## src/rtl/fpc_pkg.sv

```systemverilog
package fpc_pkg;
    localparam int SP_W      = 32;
    localparam int DP_W      = 64;
    localparam int SP_EXP_W  = 8;
    localparam int DP_EXP_W  = 11;
    localparam int SP_FRAC_W = 23;
    localparam int DP_FRAC_W = 52;
    localparam int SP_BIAS   = 127;
    localparam int DP_BIAS   = 1023;
    // distance between the two fraction fields
    localparam int FRAC_GAP  = DP_FRAC_W - SP_FRAC_W;
    // double exponent that corresponds to single exponent zero
    localparam int REBIAS    = DP_BIAS - SP_BIAS;
    // lowest double exponent that still yields a nonzero single subnormal
    localparam int DEN_LO    = REBIAS - (SP_FRAC_W - 1);
    // right-shift base for the subnormal window
    localparam int DEN_SHIFT_BASE = REBIAS + FRAC_GAP + 1;

    typedef enum logic {
        ST_IDLE = 1'b0,
        ST_EMIT = 1'b1
    } cvt_state_t;
endpackage

```

## src/rtl/fpc_widen.sv

```systemverilog
module fpc_widen
    import fpc_pkg::*;
(
    input  logic [SP_W-1:0] sp_in,
    output logic [DP_W-1:0] dp_out
);
    localparam int MAG_W = SP_W - 1;
    localparam int LZ_W  = $clog2(SP_W) + 1;

    logic [MAG_W-1:0]    mag;
    logic [SP_EXP_W-1:0] sp_exp;
    logic [LZ_W-1:0]     lz;
    logic [LZ_W-1:0]     shamt;
    logic [DP_W-1:0]     base_word;
    logic [DP_W-1:0]     frac_add;

    assign mag    = sp_in[MAG_W-1:0];
    assign sp_exp = sp_in[SP_W-2 -: SP_EXP_W];

    // leading-zero count of the 32-bit magnitude word
    always_comb begin
        lz = LZ_W'(SP_W);
        for (int i = 0; i < SP_W; i++) begin
            if ({1'b0, mag}[i]) lz = LZ_W'(SP_W - 1 - i);
        end
    end

    assign shamt     = lz - LZ_W'(SP_EXP_W);
    assign base_word = {sp_in[SP_W-1], DP_EXP_W'(REBIAS - int'(shamt)), {DP_FRAC_W{1'b0}}};
    assign frac_add  = DP_W'(mag) << (FRAC_GAP + int'(shamt));

    always_comb begin
        if (mag >= MAG_W'(1 << SP_FRAC_W)) begin
            if (&sp_exp) begin
                dp_out = {sp_in[SP_W-1], {DP_EXP_W{1'b1}}, sp_in[SP_FRAC_W-1:0], {FRAC_GAP{1'b0}}};
            end else begin
                dp_out = {sp_in[SP_W-1 -: 2], {3{~sp_in[SP_W-2]}},
                          sp_in[SP_W-3:0], {FRAC_GAP{1'b0}}};
            end
        end else if (mag == '0) begin
            dp_out = {sp_in[SP_W-1], {(DP_W-1){1'b0}}};
        end else begin
            // leading one of the shifted fraction carries into the exponent
            dp_out = base_word + frac_add;
        end
    end

    always_comb begin
        if (&sp_exp) begin
            AST_WIDE_SPECIAL_EXP: assert (&dp_out[DP_W-2 -: DP_EXP_W]) else $error("special exponent lost");
        end
        if (sp_exp == '0 && mag != '0) begin
            AST_WIDE_DENORM_WINDOW: assert (int'(dp_out[DP_W-2 -: DP_EXP_W]) >= DEN_LO &&
                                            int'(dp_out[DP_W-2 -: DP_EXP_W]) <= REBIAS)
                else $error("renormalised exponent outside window");
        end
    end
endmodule

```

## src/rtl/fpc_narrow.sv

```systemverilog
module fpc_narrow
    import fpc_pkg::*;
(
    input  logic [DP_W-1:0] dp_in,
    output logic [SP_W-1:0] sp_out
);
    localparam int SH_W = $clog2(DP_FRAC_W + 2);

    logic [DP_EXP_W-1:0]  dp_exp;
    logic [SH_W-1:0]      rshift;
    logic [DP_FRAC_W:0]   mant;
    logic [DP_FRAC_W:0]   mant_sh;

    assign dp_exp  = dp_in[DP_W-2 -: DP_EXP_W];
    assign rshift  = SH_W'(DEN_SHIFT_BASE - int'(dp_exp));
    assign mant    = {1'b1, dp_in[DP_FRAC_W-1:0]};
    assign mant_sh = mant >> rshift;

    always_comb begin
        if (int'(dp_exp) > REBIAS) begin
            sp_out = {dp_in[DP_W-1 -: 2], dp_in[DP_W-6 -: SP_W-2]};
        end else if (int'(dp_exp) >= DEN_LO) begin
            sp_out = {dp_in[DP_W-1], mant_sh[SP_W-2:0]};
        end else begin
            sp_out = {dp_in[DP_W-1], {(SP_W-1){1'b0}}};
        end
    end

    always_comb begin
        if (int'(dp_exp) < DEN_LO) begin
            AST_NARROW_FLUSH: assert (sp_out[SP_W-2:0] == '0) else $error("flush not zero");
        end
        if (int'(dp_exp) >= DEN_LO && int'(dp_exp) <= REBIAS) begin
            AST_NARROW_DENORM_EXP: assert (sp_out[SP_W-2 -: SP_EXP_W] == '0) else $error("subnormal has exponent");
        end
    end
endmodule

```

## src/rtl/fp_format_converter.sv

```systemverilog
module fp_format_converter
    import fpc_pkg::*;
(
    input  logic            clk,
    input  logic            rst_n,
    input  logic            cvt_valid,
    input  logic            cvt_widen,
    input  logic [DP_W-1:0] cvt_word,
    output logic            res_valid,
    output logic [DP_W-1:0] res_word
);
    cvt_state_t      state, state_nx;
    logic [DP_W-1:0] wide_res;
    logic [SP_W-1:0] narrow_res;

    fpc_widen u_widen (
        .sp_in  (cvt_word[SP_W-1:0]),
        .dp_out (wide_res)
    );

    fpc_narrow u_narrow (
        .dp_in  (cvt_word),
        .sp_out (narrow_res)
    );

    // GO_EMIT, STAY_EMIT, GO_IDLE
    always_comb begin
        state_nx = state;
        unique case (state)
            ST_IDLE: if (cvt_valid)  state_nx = ST_EMIT;
            ST_EMIT: if (!cvt_valid) state_nx = ST_IDLE;
            default: state_nx = ST_IDLE;
        endcase
    end

    always_ff @(posedge clk or negedge rst_n) begin
        if (!rst_n) state <= ST_IDLE;
        else        state <= state_nx;
    end

    always_ff @(posedge clk or negedge rst_n) begin
        if (!rst_n) begin
            res_word <= '0;
        end else if (cvt_valid) begin
            res_word <= cvt_widen ? wide_res : {{(DP_W-SP_W){1'b0}}, narrow_res};
        end
    end

    assign res_valid = (state == ST_EMIT);

    AST_VALID_FOLLOWS: assert property (@(posedge clk) disable iff (!rst_n)
        cvt_valid |=> res_valid) else $error("missing result strobe");
    AST_VALID_DROPS: assert property (@(posedge clk) disable iff (!rst_n)
        !cvt_valid |=> !res_valid) else $error("spurious result strobe");
    AST_RESULT_HOLDS: assert property (@(posedge clk) disable iff (!rst_n)
        !cvt_valid |=> $stable(res_word)) else $error("result changed without request");
    AST_NARROW_UPPER_ZERO: assert property (@(posedge clk) disable iff (!rst_n)
        (cvt_valid && !cvt_widen) |=> (res_word[DP_W-1:SP_W] == '0)) else $error("upper half dirty");
endmodule

```

## config.mk

```make
export PLATFORM = sky130hd
export DESIGN_NAME = fp_format_converter
export DESIGN_NICKNAME = d
export VERILOG_FILES = /design/src/rtl/fpc_pkg.sv /design/src/rtl/fpc_widen.sv /design/src/rtl/fpc_narrow.sv /design/src/rtl/fp_format_converter.sv
export SDC_FILE = /design/constraint.sdc
export NUM_CORES = 1
export LEC_CHECK = 0
export BUFFER_PORTS_ARGS = -buffer_cell sky130_fd_sc_hd__buf_2
export CORE_ASPECT_RATIO = 1.5
export CORE_MARGIN = 1.5
export CORE_UTILIZATION = 40
export DETAILED_ROUTE_END_ITERATION = 10
export PLACE_DENSITY = 0.62
export SYNTH_ARGS = -nofsm -noshare
export SYNTH_HDL_FRONTEND = slang
export SYNTH_HIERARCHICAL = 1
export SYNTH_SLANG_ARGS = --single-unit
```

## constraint.sdc

```tcl
create_clock -name clk -period 1.56 [get_ports clk]
set_input_delay 0.078 -clock clk [delete_from_list [all_inputs] [get_ports clk]]
set_output_delay 0.078 -clock clk [all_outputs]
set_load 0.02 [all_outputs]
```

==> qor.csv <==
metric;value;unit
Synth Flop Type;dfrtp_1;
DRT Pass-1 Iters;8;
CTS tree;done;
Initial Utilization;41.0;%
syn nets;1420;
CP Max Fanout;12;
most common cell in the netlist;nor2_1;
initial drt markers;1311;
DP HPWL;46.4;mm
largest net degree at the start of global routing;130;
Least-Margin Pin Slew;0.743;ns
placed insts;2164;
flops & latches, synth;65;
final setup margin;-3.33;ns
top cells by count, synth;nor2_1, nand2_1, mux2i_1;
Die Wd;136;um
DR WL/cell;28.2;um
wire length of the first global-routing pass;89.3;mm
Nets;2047;
Finished Layout Cells;2301;
Syn Area/Cell;7.96;um^2
required time of the critical path;1.75;ns
Max Freq;0.205;GHz
Synth cell types;94;
met3 Usage GRT;9.71;%
YS warnings;6;
Final Instance Area;0.0183;mm^2
CTS sink cnt;65;
Design Power;12800;uW
worst-skew pair later-pin latency;0.34;ns
Setup WS pre-CTS;-3.77;ns
top-level I/O count;133;
DP Area;0.0153;mm^2
CTS Buf Count;9;
Die ar.;0.0276;mm^2
Std-Cell Rows;72;
unrepaired setup endpoints after global routing;yes;
PortBufs;132;
EDFF count, synth;0;
fraction of layout cells with a size suffix above 1;55.9;%
violated checks;setup timing;
Max-slew headroom;49.0;%
# H-tree levels;3;
vias in the first global route;14353;
CTS Buffer Depth;2;
cell accounting for the most synthesized area;dfrtp_1;
kind of end point of the critical path;flop;
Reg clk slew, reported paths;0.06;ns
register area share after synthesis;15.3;%
Area growth syn-to-layout;72.5;%
Final Hold Slack;0.0525;ns
power per cell area;696;mW/mm^2
Final Skew;0;ns
startpoint types;primary input;
total length of routed wires;64.8;mm
final hold violations;0;
global route hottest layer;met2;
CP peak stage delay;0.34;ns
clock root cell;clkbuf_16;
Final Wtd Congestion;1.04;
core box area;0.0259;mm^2
DR vias;14604;
maxcap violations;0;
post-route ant nets;0;
via/cell ratio;6.35;
Synth top area share;15.3;%
initial antenna violation count;5;
grt met2 use;75.1;%
DRC Markers;0;
M1 GR Usage;43.8;%
leakage power;0.00828;uW
GRT Overall Usage;44.3;%
Hold WC Path Type;in -> reg;
synthesized area;0.0106;mm^2
max-slew violation count;0;
min cycle time layout;4.89;ns
Die Ht;203;um
Post-synth ARST share;100;%
total grt overflow;0;
Worst path slowest cell;ha_4;
ranking of synthesized cells by area;dfrtp_1, mux4_2, mux2i_1;
most used cell, CP;buf_4;
Peak VDD IR;0.00115;V
final setup vio count;64;
kind of critical path;in -> reg;
Mapped Cells;1335;
Tcrit/Tclk final;313;%
arrival time worst endpoint;5.08;ns
status;complete, but fails checks;
## kinds of logic (layout without fill, tap and decap cells)
family | after synthesis | count (layout) | share of synthesized area [%]
other | 0 | 1 | 0
flip-flops | 65 | 65 | 15.3
multiplexers | 221 | 221 | 28.8
adder cells (fa/ha/maj) | 17 | 17 | 2.07
AND/OR/NAND/NOR | 457 | 457 | 19.6
buffers and inverters | 169 | 801 | 8.19
AO/OA/AOI/OAI | 377 | 377 | 23.1
XOR/XNOR | 29 | 29 | 2.92
## where the power goes
group	switching (uW)	total (uW)	internal (uW)
logic	4510	8620	4110
clock network	953	2230	1270
registers	94.0	1920	1830
## layout by cell type (no fill, tap or decap), types with 12 or more instances in the layout
| cell type | synthesis | layout |
|---|---|---|
| a21o_1 | 12 | 12 |
| buf_4 | 12 | 488 |
| a21oi_2 | 1 | 21 |
| mux2_2 | 39 | 33 |
| o21ai_0 | 98 | 70 |
| dfrtp_1 | 65 | 65 |
| mux2i_1 | 116 | 87 |
| mux2i_4 | 1 | 17 |
| o21ai_1 | 19 | 33 |
| buf_2 | 45 | 117 |
| buf_6 | 9 | 87 |
| nor3_1 | 29 | 22 |
| buf_12 | 4 | 26 |
| nor2_2 | 1 | 20 |
| nor2_4 | 1 | 20 |
| mux4_2 | 57 | 60 |
| inv_1 | 53 | 45 |
| a31oi_1 | 13 | 12 |
| nand3_1 | 64 | 62 |
| mux2i_2 | 0 | 13 |
| a21oi_1 | 96 | 70 |
| nand2_1 | 145 | 134 |
| nor2_1 | 149 | 111 |
## critical path, delay by kind of cell
kind                     cells  cell delay (ns)
adder cells (fa/ha/maj)      2             0.64
XOR/XNOR                     1             0.15
buffers and inverters       14             1.87
AO/OA/AOI/OAI                8             1.03
multiplexers                 2             0.61
AND/OR/NAND/NOR              5             0.70
## final cells by class
type                       count  area (um^2)
inverter                      54          219
multi-input combinational   1101         9790
antenna                        1         2.50
sequential                    65         1630
tap                          333          417
timing repair buffer         731         5970
clock buffer                   9          225
clock inverter                 7         83.8
fill                        1985         7610
## layer usage
layer / share of wire, % / up-vias
met5: 0.042 / -
met4: 13 / 4
met3: 8.9 / 439
met2: 47 / 943
met1: 31 / 6990
li1: - / 6228
## path summary, 6_finish.rpt
check / endpoint / cells after the start / slack [ns] / start
min in group asynchronous: res_word[45] / 3 / 0.27 / rst_n
min: res_word[31] / 3 / 0.05 / cvt_word[63]
max: res_word[56] / 32 / -3.33 / cvt_word[30]
max in group asynchronous: res_word[0] / 3 / 1.00 / rst_n
min reg2reg: res_word[48] / 2 / 0.50 / res_word[48]
max reg2reg: res_word[52] / 2 / 0.52 / res_word[52]
## metrics by stage
stage | utilization [%] | setup TNS [ns]
final | 70.7 | -129.27
after global routing | 70.6 | -134.39
after CTS | 66.7 | -113.85
after detailed placement | 58.8 | -143.77
after global placement | 58.8 | -142.09
after floorplan | - | -103.39
## timing repair
item	4_1_cts	5_1_grt
hold buffers	1	0
pin swaps	78	57
buffers inserted	82	50
gates cloned	2	0
hold endpoints to repair	65	0
setup endpoints to repair	64	64
resized for setup	249	180
## registers in the layout, summed over array words and instances, names as in the netlist
signal,count
res_valid,1
res_word,64
Power figures use the tool's default switching activity.
